$ cat config.mk
export PLATFORM = sky130hd
export DESIGN_NAME = chg_port_seq
export DESIGN_NICKNAME = d
export VERILOG_FILES = /design/src/rtl/chg_seq_pkg.sv /design/src/rtl/chg_tick_timer.sv /design/src/rtl/chg_mode_fsm.sv /design/src/rtl/chg_mode_decode.sv /design/src/rtl/chg_port_seq.sv
export SDC_FILE = /design/constraint.sdc
export NUM_CORES = 1
export LEC_CHECK = 0
export ABC_CLOCK_PERIOD_IN_PS = 4850
export BUFFER_PORTS_ARGS = -buffer_cell sky130_fd_sc_hd__buf_2
export CAP_MARGIN = 20
export CORE_MARGIN = 3
export CORE_UTILIZATION = 30
export CTS_CLUSTER_SIZE = 20
export DETAILED_ROUTE_END_ITERATION = 12
export GPL_TIMING_DRIVEN = 1
export PLACE_DENSITY = 0.51
export SETUP_SLACK_MARGIN = 0.15
export SLEW_MARGIN = 20
export SYNTH_ARGS = -nofsm -noshare
export SYNTH_HDL_FRONTEND = slang
export SYNTH_SLANG_ARGS = --single-unit
$ cat constraint.sdc
create_clock -name clk -period 4.85 [get_ports clk]
set_clock_uncertainty 0.05 [all_clocks]
set_input_delay 0.2425 -clock clk [delete_from_list [all_inputs] [get_ports clk]]
set_output_delay 0.2425 -clock clk [all_outputs]
set_load 0.02 [all_outputs]
$ cat src/rtl/chg_seq_pkg.sv
package chg_seq_pkg;

    localparam int MODE_W = 6;

    localparam int MI_NONE = 0;
    localparam int MI_CDP  = 1;
    localparam int MI_DCP  = 2;
    localparam int MI_ACP1 = 3;
    localparam int MI_ACP2 = 4;
    localparam int MI_ALT  = 5;

    typedef enum logic [2:0] {
        ST_IDLE     = 3'd0,
        ST_HOST     = 3'd1,
        ST_DCP_FIX  = 3'd2,
        ST_DIV      = 3'd3,
        ST_ALT      = 3'd4,
        ST_DCP_AUTO = 3'd5,
        ST_GAP      = 3'd6
    } chg_state_e;

    function automatic int mode_index(input chg_state_e st, input logic hicur);
        int idx;
        unique case (st)
            ST_HOST:                idx = MI_CDP;
            ST_DCP_FIX, ST_DCP_AUTO: idx = MI_DCP;
            ST_DIV:                 idx = hicur ? MI_ACP2 : MI_ACP1;
            ST_ALT:                 idx = MI_ALT;
            default:                idx = MI_NONE;
        endcase
        return idx;
    endfunction

endpackage

$ cat src/rtl/chg_tick_timer.sv
module chg_tick_timer #(
    parameter int CNT_W = 8
) (
    input  logic             clk,
    input  logic             rst_n,
    input  logic             clr,
    input  logic             tick,
    output logic [CNT_W-1:0] cnt
);
    localparam logic [CNT_W-1:0] CNT_TOP = '1;

    logic [CNT_W-1:0] cnt_q;

    always_ff @(posedge clk or negedge rst_n) begin
        if (!rst_n) begin
            cnt_q <= '0;
        end else if (clr) begin
            cnt_q <= '0;
        end else if (tick && (cnt_q != CNT_TOP)) begin
            cnt_q <= cnt_q + 1'b1;
        end
    end

    assign cnt = cnt_q;
endmodule

$ cat src/rtl/chg_mode_fsm.sv
module chg_mode_fsm
    import chg_seq_pkg::*;
#(
    parameter int CNT_W          = 12,
    parameter int GAP_SEL_W      = 3,
    parameter int GAP_UNIT_TICKS = 200,
    parameter int DCP_WAIT_TICKS = 2000
) (
    input  logic                 clk,
    input  logic                 rst_n,
    input  logic                 chg_en,
    input  logic                 up_vbus_ok,
    input  logic                 auto_off,
    input  logic                 alt_en,
    input  logic                 dp_pullup,
    input  logic                 dat_det,
    input  logic [GAP_SEL_W-1:0] gap_sel,
    input  logic [CNT_W-1:0]     gap_cnt,
    input  logic [CNT_W-1:0]     win_cnt,
    output chg_state_e           state,
    output chg_state_e           target,
    output logic                 gap_clr,
    output logic                 win_clr,
    output logic                 power_on
);
    localparam logic [CNT_W-1:0] UNIT_C = CNT_W'(GAP_UNIT_TICKS);
    localparam logic [CNT_W-1:0] WAIT_C = CNT_W'(DCP_WAIT_TICKS);

    chg_state_e       state_q, state_d;
    chg_state_e       tgt_q, tgt_d;
    logic             held_q, held_d;
    logic             retarget;
    logic [CNT_W-1:0] gap_len;
    chg_state_e       entry_st;
    logic             detect;
    logic             tgt_auto;

    assign gap_len  = CNT_W'(gap_sel) * UNIT_C;
    assign entry_st = auto_off ? ST_DCP_FIX : ST_DIV;
    assign detect   = dp_pullup | dat_det;
    assign tgt_auto = (tgt_q == ST_DIV) || (tgt_q == ST_ALT) || (tgt_q == ST_DCP_AUTO);

    // state register
    always_ff @(posedge clk or negedge rst_n) begin
        if (!rst_n) begin
            state_q <= ST_IDLE;
            tgt_q   <= ST_IDLE;
            held_q  <= 1'b0;
        end else begin
            state_q <= state_d;
            tgt_q   <= tgt_d;
            held_q  <= held_d;
        end
    end

    // next-state logic
    always_comb begin
        state_d  = state_q;
        tgt_d    = tgt_q;
        retarget = 1'b0;
        held_d   = (state_q == ST_DCP_AUTO) && (held_q || detect);
        if (!chg_en) begin
            state_d = ST_IDLE;
            tgt_d   = ST_IDLE;
        end else begin
            unique case (state_q)
                ST_IDLE: begin
                    state_d = up_vbus_ok ? ST_HOST : entry_st;
                end
                ST_HOST: begin
                    if (!up_vbus_ok) begin
                        state_d = ST_GAP;
                        tgt_d   = entry_st;
                    end
                end
                ST_DCP_FIX: begin
                    if (up_vbus_ok) begin
                        state_d = ST_GAP;
                        tgt_d   = ST_HOST;
                    end else if (!auto_off) begin
                        state_d = ST_GAP;
                        tgt_d   = ST_DIV;
                    end
                end
                ST_DIV: begin
                    if (up_vbus_ok) begin
                        state_d = ST_GAP;
                        tgt_d   = ST_HOST;
                    end else if (auto_off) begin
                        state_d = ST_GAP;
                        tgt_d   = ST_DCP_FIX;
                    end else if (dp_pullup) begin
                        state_d = ST_GAP;
                        tgt_d   = alt_en ? ST_ALT : ST_DCP_AUTO;
                    end
                end
                ST_ALT: begin
                    if (up_vbus_ok) begin
                        state_d = ST_GAP;
                        tgt_d   = ST_HOST;
                    end else if (auto_off) begin
                        state_d = ST_GAP;
                        tgt_d   = ST_DCP_FIX;
                    end else if (dp_pullup) begin
                        state_d = ST_GAP;
                        tgt_d   = ST_DCP_AUTO;
                    end
                end
                ST_DCP_AUTO: begin
                    if (up_vbus_ok) begin
                        state_d = ST_GAP;
                        tgt_d   = ST_HOST;
                    end else if (auto_off) begin
                        state_d = ST_GAP;
                        tgt_d   = ST_DCP_FIX;
                    end else if (!held_q && !detect && (win_cnt >= WAIT_C)) begin
                        state_d = ST_GAP;
                        tgt_d   = ST_DIV;
                    end
                end
                ST_GAP: begin
                    if (up_vbus_ok && (tgt_q != ST_HOST)) begin
                        tgt_d    = ST_HOST;
                        retarget = 1'b1;
                    end else if (!up_vbus_ok && (tgt_q == ST_HOST)) begin
                        tgt_d    = entry_st;
                        retarget = 1'b1;
                    end else if (!auto_off && (tgt_q == ST_DCP_FIX)) begin
                        tgt_d    = ST_DIV;
                        retarget = 1'b1;
                    end else if (auto_off && tgt_auto) begin
                        tgt_d    = ST_DCP_FIX;
                        retarget = 1'b1;
                    end else if (gap_cnt >= gap_len) begin
                        state_d = tgt_q;
                    end
                end
                default: begin
                    state_d = ST_IDLE;
                    tgt_d   = ST_IDLE;
                end
            endcase
        end
    end

    // outputs
    always_comb begin
        state    = state_q;
        target   = tgt_q;
        gap_clr  = (state_q != ST_GAP) || retarget;
        win_clr  = (state_q != ST_DCP_AUTO) || held_q;
        power_on = (state_q != ST_IDLE) && (state_q != ST_GAP);
    end
endmodule

$ cat src/rtl/chg_mode_decode.sv
module chg_mode_decode
    import chg_seq_pkg::*;
(
    input  chg_state_e        state,
    input  chg_state_e        target,
    input  logic              hicur_en,
    input  logic              power_on,
    input  logic              pwr_pol,
    output logic [MODE_W-1:0] mode_oh,
    output logic              port_pwr
);
    chg_state_e shown;
    int         idx;

    assign shown = (state == ST_GAP) ? target : state;
    assign idx   = mode_index(shown, hicur_en);

    for (genvar gi = 0; gi < MODE_W; gi++) begin : g_mode_bit
        assign mode_oh[gi] = (idx == gi);
    end

    assign port_pwr = ~(power_on ^ pwr_pol);
endmodule

$ cat src/rtl/chg_port_seq.sv
module chg_port_seq
    import chg_seq_pkg::*;
#(
    parameter int GAP_SEL_W      = 3,
    parameter int GAP_UNIT_TICKS = 200,
    parameter int DCP_WAIT_TICKS = 2000
) (
    input  logic                 clk,
    input  logic                 rst_n,
    input  logic                 tick,
    input  logic                 chg_en,
    input  logic                 up_vbus_ok,
    input  logic                 auto_off,
    input  logic                 hicur_en,
    input  logic                 alt_en,
    input  logic                 dp_pullup,
    input  logic                 dat_det,
    input  logic [GAP_SEL_W-1:0] gap_sel,
    input  logic                 pwr_pol,
    output logic [5:0]           mode_oh,
    output logic                 port_pwr
);
    localparam int GAP_MAX = ((1 << GAP_SEL_W) - 1) * GAP_UNIT_TICKS;
    localparam int CNT_MAX = (GAP_MAX > DCP_WAIT_TICKS) ? GAP_MAX : DCP_WAIT_TICKS;
    localparam int CNT_W   = $clog2(CNT_MAX + 2);

    chg_state_e       state, target;
    logic             gap_clr, win_clr, power_on;
    logic [CNT_W-1:0] gap_cnt, win_cnt;

    chg_mode_fsm #(
        .CNT_W          (CNT_W),
        .GAP_SEL_W      (GAP_SEL_W),
        .GAP_UNIT_TICKS (GAP_UNIT_TICKS),
        .DCP_WAIT_TICKS (DCP_WAIT_TICKS)
    ) u_fsm (
        .clk        (clk),
        .rst_n      (rst_n),
        .chg_en     (chg_en),
        .up_vbus_ok (up_vbus_ok),
        .auto_off   (auto_off),
        .alt_en     (alt_en),
        .dp_pullup  (dp_pullup),
        .dat_det    (dat_det),
        .gap_sel    (gap_sel),
        .gap_cnt    (gap_cnt),
        .win_cnt    (win_cnt),
        .state      (state),
        .target     (target),
        .gap_clr    (gap_clr),
        .win_clr    (win_clr),
        .power_on   (power_on)
    );

    chg_tick_timer #(.CNT_W(CNT_W)) u_gap_tmr (
        .clk   (clk),
        .rst_n (rst_n),
        .clr   (gap_clr),
        .tick  (tick),
        .cnt   (gap_cnt)
    );

    chg_tick_timer #(.CNT_W(CNT_W)) u_win_tmr (
        .clk   (clk),
        .rst_n (rst_n),
        .clr   (win_clr),
        .tick  (tick),
        .cnt   (win_cnt)
    );

    chg_mode_decode u_dec (
        .state    (state),
        .target   (target),
        .hicur_en (hicur_en),
        .power_on (power_on),
        .pwr_pol  (pwr_pol),
        .mode_oh  (mode_oh),
        .port_pwr (port_pwr)
    );
endmodule

**Yosys cells after proc, flatten, opt, wreduce, memory -nomap -nowiden**

Cells that the tools add are included.

- Flip-flop bits (word level): 29
- Bits in latches: 0
- Memory bits (writable): 0
- Bits in read-only memories: 0
- Bits of input ports: 14
- Output and inout port bits: 7
- Logic and storage cells: 130
- Memories kept: 0

- Add/sub/neg operators: 2
- $mul: 1
- Div/mod/pow operators: 0
- Order comparisons: 2
- Eq/ne operators: 39
- Shifts and indexed selects: 0
- Multiplexer cells: 50
- Bitwise operators: 3
- Reduce and logical (&&, ||, !) cells: 28

Operator list:

| kind | count |
|---|---|
| $pmux 32 s4 | 1 |
| $mux 3 | 35 |
| $eq 32x3->1 const B | 2 |
| $eq 32x4->1 const B | 2 |
| $mux 11 | 4 |
| $eq 32x2->1 const B | 1 |
| $logic_not 32->1 | 1 |
| $ne 3x3->1 const B | 8 |
| $add 11x1->11 const B | 2 |
| $ne 11x11->1 const B | 2 |
| $eq 3x3->1 const B | 7 |
| $pmux 3 s7 | 1 |
| $eq 3x2->1 const B | 6 |
| $pmux 3 s6 | 1 |
| $ne 5x5->1 const B | 3 |
| $ge 11x11->1 | 1 |
| $ge 11x11->1 const B | 1 |
| $logic_and 1x1->1 | 10 |
| $eq 3x1->1 const B | 3 |
| $reduce_and 9->1 | 1 |
| $mul 3x5->8 const B | 1 |
| $mux 1 | 8 |
| $reduce_and 7->1 | 1 |
| $ne 6x6->1 const B | 1 |
| 13 further kinds | 22 |

**Longest topological paths before layout**

Gate-level depths: netlist (run 1).

- Depth in word-level cells: 12
- Depth in mapped cells: 11
- Depth with buffers taken out: 11

**By module**

From an unflattened synthesis (run 1), not the netlist that was laid out.

- Cells, all modules: 264
- Area, all modules: 2358.5 µm²

By module, submodules not included:

| module | times used | cells an instance | area each (µm²) |
|---|---|---|---|
| chg_mode_fsm | 1 | 126 | 998.5 |
| chg_tick_timer (u_gap_tmr) | 1 | 58 | 618.1 |
| chg_tick_timer (u_win_tmr) | 1 | 58 | 580.6 |
| chg_mode_decode | 1 | 22 | 161.4 |

**Least setup slack after synthesis (run 1)**

Ideal clock, no wire load.

- Path kind: in2reg
- From: input gap_sel[1]
- To: register u_fsm.state_q[1] (netlist: u_fsm.state[1])
- Library setup time: 0.079 ns
- Arrival: 1.953 ns
- Data required time: 4.721 ns
- Path slack: 2.767 ns
- Stages on the path: 11
- Cells stage by stage: inv_1 > ha_1 > inv_1 > ha_1 > xnor2_1 > ha_1 > a21oi_1 > o21ai_0 > a211o_1 > o211ai_1 > mux2i_1

- Word-level cells in the longest chain between the ends: 4

Ends and longest elaborated chain:

| item | RTL line | text |
|---|---|---|
| start, declared | chg_port_seq.sv:18 | `input logic [GAP_SEL_W-1:0] gap_sel,` |
| $mul 3x5->8 | chg_mode_fsm.sv:38 | `assign gap_len = CNT_W'(gap_sel) * UNIT_C;` |
| $ge 11x11->1 | chg_mode_fsm.sv:134 | `end else if (gap_cnt >= gap_len) begin` |
| $ne 3x3->1 (no line) | - |  |
| $reduce_and 9->1 (no line) | - |  |
| end signal, assigned | chg_mode_fsm.sv:50 | `state_q <= state_d;` |
| end, declared | chg_mode_fsm.sv:29 | `chg_state_e state_q, state_d;` |

No other way between the ends.
A chain may end at the register's enable or synchronous reset.

**Worst setup path in the final report (run 1)**

- From: register u_fsm.tgt_q[1] (netlist: u_fsm.target[1])
- To: register u_gap_tmr.cnt_q[2] (netlist: u_gap_tmr.cnt[2])

- Word-level cells in the longest chain between the ends: 12
- Elaborated cells on any way between the ends: 21

Ends and longest elaborated chain:

| item | RTL line | text |
|---|---|---|
| start, declared | chg_mode_fsm.sv:30 | `chg_state_e tgt_q, tgt_d;` |
| start signal, assigned | chg_mode_fsm.sv:51 | `tgt_q <= tgt_d;` |
| $eq 3x2->1 / $eq 3x3->1 (equally long branches) | chg_mode_fsm.sv:41 | `assign tgt_auto = (tgt_q == ST_DIV) \|\| (tgt_q == ST_ALT) \|\| (tgt_q == ST_DCP_AUTO);` |
| $logic_or 1x1->1 (2 in series) | chg_mode_fsm.sv:41 |  |
| $logic_and 1x1->1 | chg_mode_fsm.sv:131 | `end else if (auto_off && tgt_auto) begin` |
| $mux 1 | chg_mode_fsm.sv:131 |  |
| $mux 1 | chg_mode_fsm.sv:128 | `end else if (!auto_off && (tgt_q == ST_DCP_FIX)) begin` |
| $mux 1 | chg_mode_fsm.sv:125 | `end else if (!up_vbus_ok && (tgt_q == ST_HOST)) begin` |
| $mux 1 (*) | chg_mode_fsm.sv:122 | `if (up_vbus_ok && (tgt_q != ST_HOST)) begin` |
| $mux 1 (*) | chg_mode_fsm.sv:66 | `unique case (state_q)` |
| $mux 1 (*) | chg_mode_fsm.sv:62 | `if (!chg_en) begin` |
| $logic_or 1x1->1 (*) | chg_mode_fsm.sv:150 | `gap_clr = (state_q != ST_GAP) \|\| retarget;` |
| $mux 11 / $reduce_bool 2->1 (equally long branches) | - |  |
| end signal, assigned | chg_tick_timer.sv:20 | `cnt_q <= cnt_q + 1'b1;` |
| end, declared | chg_tick_timer.sv:12 | `logic [CNT_W-1:0] cnt_q;` |

Every way passes the cells marked *; elsewhere a longest branch is shown, timed or not.

==> qor.txt, run 1 <==
Status: finished, final reports clean
Power per cell area: 356 nW/µm²
Worst path top cell family by delay: compound AO/OA/AOI/OAI gates
CTS tree: yes
Register area: 726 µm²
Top FF cell, synth: dfrtp_1
Footprint of the multi-input gates: 1450 µm²
Synth Warn #: 0
Die height: 93.8 µm
Initial drt markers: 100
Sw Share: 0.419
WP data required: 4.93 ns
# fillers: 803
Root buf cell: clkbuf_8
Slowest cell on crit path: o21ai_1
Starting Density: 0.314
Clock network power share: 0.243
Clk_lat worst skew: 0.28 ns
Final Cell Area: 2600 µm²
Hold crit path type: in2reg
Crit path kind: reg2reg
Critical-path cell list: nor2b_1 > xnor2_1 > o31ai_1 > o21ai_1 > nor3_1
Area growth syn-to-layout: 12.4%
Fraction of layout cells with a size suffix above 1: 0.129
First-pass DRT Iterations: 4
Row Count: 31
Diode count: 0
Critical path's largest stage delay: 0.73 ns
Vias in the first global route: 1930
Max-cap violations: 0
Final WL: 5400 µm
Synthesized area: 2310 µm²
Synthesis-stage register bit count: 29
DP Cell Count: 385
Peak Freq: 445 MHz
Routed vias: 2025
Combinational fraction of design power: 0.391
Global-route wire length before repair: 9340 µm
Grt total ovfl: 0
Wire per inst: 13.7 µm
PnR Total Power: 0.926 mW
Syn_nets: 308
GR Util All Layers: 0.131
Clock Tree Buf Depth: 2
Cell Area, Placed: 2490 µm²
Ports: 21
Async set-reset flop share out of synthesis: 1.00
RSZ-0062 raised after global routing: no
Tcrit/Tclk final: 0.463
Worst-path clk slew: 0.06 ns
Lkg Pwr: 1.06 nW
CTS HTree Levels: 2
Fin. Hold Viols: 0
Leading cell type in the layout, fill and taps excluded: nor2_1
Antenna violations before repair: 0
Worst Path Buf+Inv: 0
Most frequent cells in the layout: 34 x nor2_1, 29 x dfrtp_1, 25 x inv_1
Residual DRC: 0
Maximum VDD drop: 0.103 mV
Final min period: 2.25 ns
Post-route setup TNS: 0 ns
Post-synth EDFFs: 0
DIE AREA: 8800 µm²
P_int: 0.539 mW
Synth Instances: 278
Avg Cell Area, Syn: 8.32 µm²
Rel. slew slack: 0.398
Slew Viols, Final: 0
Nets: 324
Worst-margin pin slew: 0.897 ns
Die Span X: 93.8 µm
Startpoint Class: register
DP HPWL: 3870 µm
Seq pwr share: 0.366
Final ANT Viol Nets: 0
Arr. time, crit path: 2.32 ns
Fin cells: 394
Crit-path max FO: 14
Detailed-route vias per instance: 5.14
Clock Sinks: 29
Gp weighted congestion: 0.801
NetSw: 0.388 mW
Synth cell types: 62
Crit. End Element: register
Seq/Total Area, Yosys: 0.314
Final setup violation count: 0
Cts bufs inserted: 5
Largest net degree at the start of global routing: 30
Port Buf Inserts: 20
Core Footprint: 7370 µm²
## per-stage QoR
step / util / setup WS [ns] / hold WS, ns
6_report: 0.353 / 2.60 / 0.162
5_1_grt: 0.353 / 2.38 / 0.193
4_1_cts: 0.353 / 2.63 / 0.163
3_5_place_dp: 0.338 / 2.47 / 0.280
3_3_place_gp: 0.338 / 2.55 / 0.277
2_1_floorplan: - / 2.77 / -0.103
## layer usage
metal	track usage	part of all wire	vias to the layer above	wire length [µm]
met1	0.180	0.49	968	2650
met3	0.0264	0.034	2	184
met2	0.209	0.47	27	2540
met4	0.0349	0.0054	0	29
met5	0	0	-	0
li1	-	-	1028	-
## power by group through the flow
stage | Sequential, mW | Clock, mW | Combinational (mW)
6_report | 0.339 | 0.225 | 0.362
4_1_cts | 0.337 | 0.234 | 0.364
2_1_floorplan | 0.277 | 0 | 0.331
3_5_place_dp | 0.342 | 0 | 0.361
3_3_place_gp | 0.342 | 0 | 0.362
5_1_grt | 0.345 | 0.246 | 0.406
## state kept, by name, indices dropped and copies added (netlist names)
name and flops:
u_fsm.target 3, u_win_tmr.cnt 11, u_gap_tmr.cnt 11, u_fsm.held_q 1, u_fsm.state 3
## synth_stat cells, drive strengths merged, types with 3 or more instances
| library cell | instances | area (µm²) |
|---|---|---|
| ha | 16 | 200 |
| o2111ai | 3 | 26.3 |
| nand3 | 12 | 70.1 |
| o31ai | 3 | 27.5 |
| a211oi | 4 | 47.5 |
| clkbuf | 8 | 30.0 |
| buf | 4 | 18.8 |
| a31oi | 5 | 31.3 |
| and4 | 5 | 43.8 |
| a21oi | 19 | 95.1 |
| inv | 25 | 93.8 |
| o21bai | 4 | 30.0 |
| or3 | 3 | 18.8 |
| xnor2 | 12 | 105 |
| nand3b | 3 | 22.5 |
| and2 | 3 | 18.8 |
| nand4 | 4 | 25.0 |
| xor2 | 3 | 26.3 |
| nand2b | 4 | 25.0 |
| dfrtp | 29 | 726 |
| nand2 | 18 | 67.6 |
| mux2i | 3 | 30.0 |
| nor2 | 34 | 128 |
| nor3 | 8 | 45.0 |
| o21ai | 9 | 45.0 |
## path summary, 6_finish.rpt
kind / from / endpoint / slack (ns) / depth (start not counted)
min in group asynchronous: rst_n / u_gap_tmr.cnt[1]$_DFFE_PN0P_ / 0.49 / 2
hold reg to reg: u_fsm.held_q$_DFF_PN0_ / u_fsm.held_q$_DFF_PN0_ / 0.47 / 2
hold / removal: dat_det / u_fsm.held_q$_DFF_PN0_ / 0.16 / 3
max in group asynchronous: rst_n / u_fsm.target[2]$_DFFE_PN0P_ / 3.81 / 2
setup reg to reg: u_fsm.target[1]$_DFFE_PN0P_ / u_gap_tmr.cnt[2]$_DFFE_PN0P_ / 2.60 / 5
setup / recovery: u_fsm.target[1]$_DFFE_PN0P_ / u_gap_tmr.cnt[2]$_DFFE_PN0P_ / 2.60 / 5
## worst reg2reg max path: cells and delay by family (launching register included)
kind | cells | cell delay [ns]
compound gates | 2 | 0.87
xor+xnor | 1 | 0.18
flops | 1 | 0.57
simple gates | 2 | 0.42
## timing repair
action / in CTS / in global routing
endpoints found under the setup margin: 0 / 0
hold buffers: 1 / 0
buffers inserted: 0 / 0
gates resized for setup: 0 / 0
endpoints found under the hold margin: 29 / 0
## area by class of cell
class | count | share of cell area
tap | 99 | 0.0476
inverter | 25 | 0.0361
clock buffer | 7 | 0.0371
multi-input combinational | 212 | 0.556
sequential | 29 | 0.279
clock inverter | 1 | 0.00192
timing repair buffer | 21 | 0.0423
## kinds of logic (layout without fill, tap and decap cells)
| kind of cell | count (synthesis) | after routing | share of synthesized area |
|---|---|---|---|
| xor gates and xnor gates | 15 | 15 | 0.0568 |
| DFF | 29 | 29 | 0.314 |
| adders and majority gates | 16 | 16 | 0.0865 |
| AOI/OAI and AO/OA | 65 | 65 | 0.198 |
| buffers and inverters | 37 | 54 | 0.0617 |
| muxes | 3 | 3 | 0.0130 |
| and+or+nand+nor | 113 | 113 | 0.270 |
(Power assumes the default switching activity.)
==> run 2: changes to the inputs <==
Settings changed: ABC_CLOCK_PERIOD_IN_PS 4850 to 2110.
Clock period 4.85 ns to 2.11 ns, I/O delays scaled along.
==> qor.txt, run 2 (synthesis gave the netlist of run 1 again) <==
Crit path kind: reg2reg
Diode count: 0
Fin. Hold Viols: 0
Row Count: 31
# fillers: 771
DIE AREA: 8800 µm²
Routed vias: 2149
Initial drt markers: 99
Cell Area, Placed: 2630 µm²
Wire per inst: 13.7 µm
CTS tree: yes
Root buf cell: clkbuf_8
Arr. time, crit path: 2.07 ns
Fraction of layout cells with a size suffix above 1: 0.210
Starting Density: 0.314
Rel. slew slack: 0.541
Gp weighted congestion: 0.805
Crit. End Element: register
Maximum VDD drop: 0.287 mV
Footprint of the multi-input gates: 1450 µm²
Max-cap violations: 0
DP HPWL: 4290 µm
Register area: 728 µm²
Final min period: 1.95 ns
Clock Tree Buf Depth: 2
Power per cell area: 836 nW/µm²
Cts bufs inserted: 5
WP data required: 2.23 ns
Startpoint Class: register
Vias in the first global route: 2029
Crit-path max FO: 6
Hold crit path type: in2reg
GR Util All Layers: 0.137
Area growth syn-to-layout: 20.8%
Peak Freq: 513 MHz
Residual DRC: 0
Worst-path clk slew: 0.07 ns
Die Span X: 93.8 µm
Final WL: 5710 µm
Ports: 21
Die height: 93.8 µm
Antenna violations before repair: 0
Clk_lat worst skew: 0.28 ns
Lkg Pwr: 1.17 nW
Most frequent cells in the layout: 34 x nor2_1, 27 x dfrtp_1, 24 x inv_1, 24 x buf_4, 20 x buf_2
Largest net degree at the start of global routing: 30
Leading cell type in the layout, fill and taps excluded: nor2_1
Final setup violation count: 0
Detailed-route vias per instance: 5.14
PnR Total Power: 2.34 mW
Nets: 348
Grt total ovfl: 0
Worst-margin pin slew: 0.688 ns
Global-route wire length before repair: 9680 µm
RSZ-0062 raised after global routing: yes
Status: finished, final reports clean
Tcrit/Tclk final: 0.923
CTS HTree Levels: 2
Final ANT Viol Nets: 0
First-pass DRT Iterations: 4
Reg2reg setup slack: 0.16 ns
Slew Viols, Final: 0
Clock Sinks: 29
Port Buf Inserts: 20
Final Cell Area: 2790 µm²
Layout Utilization: 0.379
Core Footprint: 7370 µm²
## run 2: cell types whose count changed in the layout (fill, tap and decap cells not counted), sizes merged
cell      delta
clkinvlp     +1
inv          -1
buf         +24
## run 2: area by class of cell
| cell class | count | share of cell area |
|---|---|---|
| Tap cell | 99 | 0.0443 |
| Sequential cell | 29 | 0.261 |
| Clock buffer | 7 | 0.0345 |
| Clock inverter | 1 | 0.00179 |
| Multi-Input combinational cell | 212 | 0.520 |
| Timing Repair Buffer | 45 | 0.104 |
| Inverter | 25 | 0.0349 |
## run 2: stage by stage
step / instances / setup TNS, ns / setup slack [ns] / hold WS, ns
2_1_floorplan: 278 / 0 / 0.164 / -0.240
3_3_place_gp: 404 / 0 / 0.00912 / 0.131
3_5_place_dp: 404 / -0.102 / -0.0546 / 0.149
4_1_cts: 413 / 0 / 0.148 / 0.0234
5_1_grt: 418 / 0 / 0.0688 / 0.0666
6_report: 418 / 0 / 0.162 / 0.0229
## run 2: timing repair
| action | 4_1_cts | 5_1_grt |
|---|---|---|
| hold buffers | 1 | 0 |
| gates cloned | 0 | 0 |
| buffers inserted | 0 | 5 |
| pin swaps | 4 | 6 |
| endpoints found under the hold margin | 29 | 0 |
| endpoints found under the setup margin | 6 | 8 |
| resized for setup | 2 | 3 |
## run 2: power breakdown
group          leakage [nW]  internal, mW  switching (mW)  total, mW
Sequential            0.396         0.606          0.0772      0.683
Clock                0.0542         0.294           0.222      0.517
Combinational         0.722         0.490           0.646       1.14
Total                  1.17          1.39           0.946       2.34
## run 2: worst max-delay path, cell delays in order, from the launching register on
cell and delay, ns:
dfrtp_1 0.39, nor3_2 0.18, or4b_4 0.51, a211oi_4 0.36
nand3_2 0.13, a22o_1 0.23
## run 2: worst paths after layout
check | start | endpoint | depth (start not counted)
worst max register to register | u_fsm.held_q$_DFF_PN0_ | u_fsm.target[0]$_DFFE_PN0P_ | 5
worst max-delay path | u_fsm.held_q$_DFF_PN0_ | u_fsm.target[0]$_DFFE_PN0P_ | 5
max in group asynchronous | rst_n | u_fsm.state[0]$_DFFE_PN0P_ | 2
worst min-delay path | dat_det | u_fsm.held_q$_DFF_PN0_ | 3
min in group asynchronous | rst_n | u_gap_tmr.cnt[1]$_DFFE_PN0P_ | 2
worst min register to register | u_win_tmr.cnt[10]$_DFFE_PN0P_ | u_win_tmr.cnt[10]$_DFFE_PN0P_ | 2
## run 2: layer usage
| layer | vias to the layer above | GRT usage | wire [µm] |
|---|---|---|---|
| li1 | 1081 | - | - |
| met1 | 1028 | 0.177 | 2720 |
| met2 | 33 | 0.229 | 2720 |
| met3 | 7 | 0.0272 | 195 |
| met4 | 0 | 0.0397 | 70 |
| met5 | - | 0 | 0 |
